===== config.mk =====
export PLATFORM = sky130hd
export DESIGN_NAME = presettable_counter
export DESIGN_NICKNAME = d
export VERILOG_FILES = /design/src/rtl/cnt_pkg.sv /design/src/rtl/cnt_decode.sv /design/src/rtl/cnt_next.sv /design/src/rtl/cnt_carry.sv /design/src/rtl/presettable_counter.sv
export SDC_FILE = /design/constraint.sdc
export NUM_CORES = 1
export LEC_CHECK = 0
export BUFFER_PORTS_ARGS = -buffer_cell sky130_fd_sc_hd__clkbuf_2
export CAP_MARGIN = 20
export CORE_AREA = 2 2 39 41
export DETAILED_ROUTE_END_ITERATION = 8
export DIE_AREA = 0 0 41 43
export GPL_ROUTABILITY_DRIVEN = 0
export PLACE_DENSITY_LB_ADDON = 0.05
export SETUP_SLACK_MARGIN = 0.05
export SKIP_CTS_REPAIR_TIMING = 1
export SLEW_MARGIN = 30
export SYNTH_ARGS = -nofsm -noshare
export SYNTH_HDL_FRONTEND = slang
export SYNTH_SLANG_ARGS = --single-unit

===== constraint.sdc =====
create_clock -name clk -period 3.1 [get_ports clk]
set_input_delay 0.62 -clock clk [delete_from_list [all_inputs] [get_ports clk]]
set_output_delay 0.62 -clock clk [all_outputs]
set_load 0.02 [all_outputs]

===== src/rtl/cnt_pkg.sv =====
`timescale 1ns/1ps
package cnt_pkg;

    typedef enum logic {
        CLR_ASYNC = 1'b0,
        CLR_SYNC  = 1'b1
    } clr_mode_e;

    typedef enum logic [1:0] {
        OP_HOLD  = 2'd0,
        OP_COUNT = 2'd1,
        OP_LOAD  = 2'd2,
        OP_CLEAR = 2'd3
    } cnt_op_e;

    typedef struct packed {
        logic clr_n;
        logic load_n;
        logic en_p;
        logic en_t;
    } cnt_ctl_t;

    // fixed priority: clear, then load, then count, else hold
    function automatic cnt_op_e pick_op(cnt_ctl_t c);
        if (!c.clr_n)            return OP_CLEAR;
        else if (!c.load_n)      return OP_LOAD;
        else if (c.en_p && c.en_t) return OP_COUNT;
        else                     return OP_HOLD;
    endfunction

endpackage


===== src/rtl/cnt_decode.sv =====
`timescale 1ns/1ps
module cnt_decode
    import cnt_pkg::*;
(
    input  cnt_ctl_t ctl,
    output cnt_op_e  op
);

    always_comb begin
        op = pick_op(ctl);
    end

endmodule


===== src/rtl/cnt_next.sv =====
`timescale 1ns/1ps
module cnt_next
    import cnt_pkg::*;
#(
    parameter int WIDTH = 4
) (
    input  cnt_op_e          op,
    input  logic [WIDTH-1:0] cur,
    input  logic [WIDTH-1:0] din,
    output logic [WIDTH-1:0] nxt
);

    localparam logic [WIDTH-1:0] ONE = WIDTH'(1);

    always_comb begin
        unique case (op)
            OP_CLEAR: nxt = '0;
            OP_LOAD:  nxt = din;
            OP_COUNT: nxt = cur + ONE;
            default:  nxt = cur;
        endcase
    end

endmodule


===== src/rtl/cnt_carry.sv =====
`timescale 1ns/1ps
module cnt_carry #(
    parameter int WIDTH = 4
) (
    input  logic [WIDTH-1:0] cur,
    input  logic             en_t,
    output logic             carry
);

    localparam logic [WIDTH-1:0] TERMINAL = {WIDTH{1'b1}};

    assign carry = en_t && (cur == TERMINAL);

endmodule


===== src/rtl/presettable_counter.sv =====
`timescale 1ns/1ps
module presettable_counter
    import cnt_pkg::*;
#(
    parameter int        WIDTH    = 4,
    parameter clr_mode_e CLR_MODE = CLR_ASYNC
) (
    input  logic             clk,
    input  logic             rst,
    input  logic             clr_n,
    input  logic             load_n,
    input  logic             en_p,
    input  logic             en_t,
    input  logic [WIDTH-1:0] din,
    output logic [WIDTH-1:0] q,
    output logic             carry
);

    cnt_ctl_t         ctl;
    cnt_op_e          op;
    logic [WIDTH-1:0] state_q;
    logic [WIDTH-1:0] state_d;

    assign ctl = '{clr_n: clr_n, load_n: load_n, en_p: en_p, en_t: en_t};

    cnt_decode u_decode (
        .ctl (ctl),
        .op  (op)
    );

    cnt_next #(.WIDTH(WIDTH)) u_next (
        .op  (op),
        .cur (state_q),
        .din (din),
        .nxt (state_d)
    );

    cnt_carry #(.WIDTH(WIDTH)) u_carry (
        .cur   (state_q),
        .en_t  (en_t),
        .carry (carry)
    );

    generate
        if (CLR_MODE == CLR_ASYNC) begin : g_async_clr
            always_ff @(posedge clk or negedge clr_n) begin
                if (!clr_n)   state_q <= '0;
                else if (rst) state_q <= '0;
                else          state_q <= state_d;
            end
        end else begin : g_sync_clr
            always_ff @(posedge clk) begin
                if (rst) state_q <= '0;
                else     state_q <= state_d;
            end
        end
    endgenerate

    assign q = state_q;

endmodule


After elaboration in Yosys (flattened, before gate mapping)
Cells that the tools add are included.
{"block": "op_classes", "addsub": 1, "n_eq_ne": 4, "mux": 5, "reduce_logical": 3}
{"op": "4-bit case mux with 3 select lines", "count": 1}
{"op": "4-bit by 1-bit adder with 4-bit output (second input constant)", "count": 1}
{"op": "2-bit equality test (second input constant)", "count": 2}
{"op": "4-bit equality test (second input constant)", "count": 1}
{"op": "2-bit 2-to-1 mux", "count": 2}
{"op": "4-bit 2-to-1 mux", "count": 1}
{"op": "4-bit nonzero test", "count": 1}
{"op": "2-bit by 1-bit equality test with 1-bit output (second input constant)", "count": 1}
{"op": "1-bit logical AND", "count": 2}
{"op": "1-bit 2-to-1 mux", "count": 1}
{"block": "totals", "reg_bits": 4, "input_bits": 10, "wordCells": 14}

Logic depth before layout (Yosys ltp)
{"block": "depth", "word_depth": 7, "ltp_mapped": 4, "ltp_nobuf": 4}

Hierarchy
From an unflattened synthesis, not the netlist that was laid out.
{"block": "hier_totals", "hier_cells": 33, "area_unflattened_um2": 294.0}
{"module": "cnt_next", "n_inst": 1, "cells_each": 19, "area_per_inst_um2": 143.9, "seq_area_each_um2": 0.0}
{"module": "presettable_counter", "n_inst": 1, "cells_each": 8, "area_per_inst_um2": 125.1, "seq_area_each_um2": 100.1}
{"module": "cnt_carry", "n_inst": 1, "cells_each": 3, "area_per_inst_um2": 12.5, "seq_area_each_um2": 0.0}
{"module": "cnt_decode", "n_inst": 1, "cells_each": 3, "area_per_inst_um2": 12.5, "seq_area_each_um2": 0.0}

Worst setup path after synthesis
Ideal clock, no wire load.
{"block": "synth_timing", "path_type": "reg2out", "start": "register state_q[0] (netlist: q[0])", "end": "output port carry", "arrival_ns": 0.964, "required_time_ns": 2.480, "setup_slack_ns": 1.516, "path_stages_with_launch": 3, "n_path_buf": 0, "cell_sequence": "dfrtp_1 ha_1 and4_2"}
{"block": "synth_between", "elab_chain_len": 2}
{"item": "start, declared", "line_no": "presettable_counter.sv:21", "text": "logic [WIDTH-1:0] state_q;"}
{"item": "start signal, assigned", "line_no": "presettable_counter.sv:49", "text": "else state_q <= state_d;"}
{"item": "4-bit equality test", "line_no": "cnt_carry.sv:12", "text": "assign carry = en_t && (cur == TERMINAL);"}
{"item": "1-bit logical AND", "line_no": "cnt_carry.sv:12"}
{"item": "end, declared", "line_no": "presettable_counter.sv:16", "text": "output logic carry"}
Every way passes these cells.

Worst setup path after layout
Ends and elaborated chain as after synthesis.

==> impl_metrics.yaml <==
detailed_routing:
  ant_nets: 0
  vias: 250
  routed_wl_um: 601
  drc_errors: 0
  drtIter0Drc: 2
  drtPass1Iterations: 2
  viasPerCell: 4.310
  wl_per_cell_um: 10.36
floorplan:
  die_y_um: 43
  core_area_mm2: 0.001384
  die-area_mm2: 0.001763
  die_width_um: 41
  start_util: 0.1691
  ioPinCount: 15
  rows: 14
worst_setup_path:
  cpMaxStageDelayCell: "dfrtp_1"
  crit_chain: "ha_1 > and4_2 > clkbuf_2"
  worstPathRequired_ns: 2.48
  crit_type: "reg -> out"
  crit_fanout: 4
  critPathLaunch: "q[0]$_DFFE_PN0P_"
  critical_path.top_delay_family: "flip-flops"
  critPathMaxStageDelay_ns: 0.41
  r2r_cells: 3
  crit_path_end_kind: "primary output"
  worstReg2RegStart: "q[0]$_DFFE_PN0P_"
  cp.buffers_inverters: 1
  path_depth: 3
  critPathArrivalTime_ns: 1.24
  cp-start-kind: "register"
timing:
  slew_viol_final: 0
  worst_slew_pin_slew_ns: 0.2141
  clock_skew_ns: 0.00007586
  slew_headroom: 0.8563
  setup_viol: 0
  hold-worst-slack_ns: 0.2005
  rsz0062_at_grt: "false"
  final.setup.tns_ns: 0
  hold_viol_final: 0
  fmax_mhz: 537.1
  final.min_clock_period_ns: 1.862
  fin_crit_sh: 0.6006
synth:
  synth-seq-cells: 4
  synth-main-ff-cell: "dfrtp_1"
  synth_nets: 36
  synth_area_um2: 234.0
  yosys_warnings: 0
  synth_top_area_share: 0.4278
  synth_area_per_cell_um2: 9.359
  yosys.cell_count.top_type: "dfrtp_1"
  async_reset_ff_frac: 1.000
  seq_area_frac_synth: 0.4278
  synthTopCellsByArea: "dfrtp_1 (43%), xor2_1 (7.5%), nand3_1 (6.4%)"
  synthCells: 25
  synth_cell_types: 16
  synth_edf_count: 0
  yosysTopAreaCell: "dfrtp_1"
  netlist_top_cells_count: "dfrtp_1 (4), nand3_1 (3), o21ai_0 (3), nor2_1 (2), xor2_1 (2)"
min_path:
  min-delay-path-class: "in -> async"
finish:
  layout-drive-gt1-share: 0.4524
  finish.net_count: 55
  largest_register_ffs: 4
  fin_area_um2: 346.6
  num-fill-cells: 166
  syn_to_final_growth_pct: 48.13
  layout.cells.non_filler: 58
  antenna_cells: 0
  final_util: 0.2505
clocking:
  cts.sinks: 4
  clk_path_buf_depth: 2
  numCtsBuffers: 3
  h-tree-depth: 1
  clkTransAtPathRegs_ns: 0.04
  clk-insertion-delay-late_ns: 0.23
  cts_root_buffer: "clkbuf_4"
  cts_tree: "yes"
global_route:
  grt_pass1_wl_mm: 1.028
  grt_util_all_layers: 0.08871
  grt_max_degree: 9
  grt_overflow: 0
  grt_antenna_before_repair: 0
  grt_pass1_vias: 260
power_and_ir_drop:
  p_leak_nw: 0.1703
  pwr_density_cell_mw_per_mm2: 411.2
  ir_worst_vdd_uv: 116.9
place:
  portBuffers: 14
  place_area_um2: 324.1
  place_hpwl_um: 511.5
  place_inst: 55
job:
  timing.max_cap.violations: 0
status:
  outcome: "finished, final reports clean"
==> cell families after synthesis <==
logic type / after synthesis / synth area share
and+or+nand+nor: 11 / 0.2621
AOI/OAI and AO/OA: 7 / 0.1818
adders and majority gates: 1 / 0.05347
DFF: 4 / 0.4278
xor gates and xnor gates: 2 / 0.07488
==> path summary, 6_finish.rpt <==
path | to | slack [ns]
min reg2reg | q[3]$_DFFE_PN0P_ | 0.58
max in group asynchronous | q[2]$_DFFE_PN0P_ | 2.76
min in group clk | q[3]$_DFFE_PN0P_ | 0.58
max reg2reg | q[1]$_DFFE_PN0P_ | 1.96
max | carry | 1.24
min | q[0]$_DFFE_PN0P_ | 0.20
==> power by group <==
part           switching, W  leakage [nW]  internal [W]
Clock             0.0000205        0.0138     0.0000433
Combinational     0.0000124         0.102    0.00000926
Sequential       0.00000233        0.0541     0.0000548
==> stage by stage <==
stage / power, W / setup WS (ns)
after global placement: 0.00007990 / 1.374
final: 0.0001425 / 1.238
after global routing: 0.0001551 / 1.174
after CTS: 0.0001476 / 1.213
after detailed placement: 0.00007993 / 1.349
after floorplan: 0.00006709 / 1.516
==> routing by layer <==
metal  global-route usage  vias to the layer above  part of all wire
met5                    0                        -                 0
met4              0.06000                        0                 0
met3              0.03141                        0             0.082
met2               0.1250                        8              0.51
met1               0.1075                      112              0.41
li1                     -                      130                 -
==> worst reg2reg max path: stages, from the launching register on <==
cell and delay, ns:
dfrtp_1 0.41, ha_1 0.29, nand3_1 0.08, a311oi_1 0.26
==> cell type report <==
| type | count | area, um2 | area share |
|---|---|---|---|
| multi-input combinational | 21 | 133.9 | 0.3863 |
| sequential | 4 | 100.1 | 0.2888 |
| timing repair buffer | 14 | 70.07 | 0.2022 |
| clock buffer | 3 | 22.52 | 0.06498 |
| tap | 16 | 20.02 | 0.05776 |
==> layout by cell type, fill, tap and decap left out <==
cell      instances
or3_1             1
clkbuf_4          3
ha_1              1
nand2b_1          1
o21ai_0           3
xor2_1            2
a211oi_1          1
a31oi_1           1
clkbuf_2         14
a21oi_1           1
nor2b_1           1
a311oi_1          1
nor2_1            2
and4_2            1
nand2_2           1
dfrtp_1           4
nand3_1           3
nand2_1           1
No activity file was read; power rests on OpenSTA's default activity.
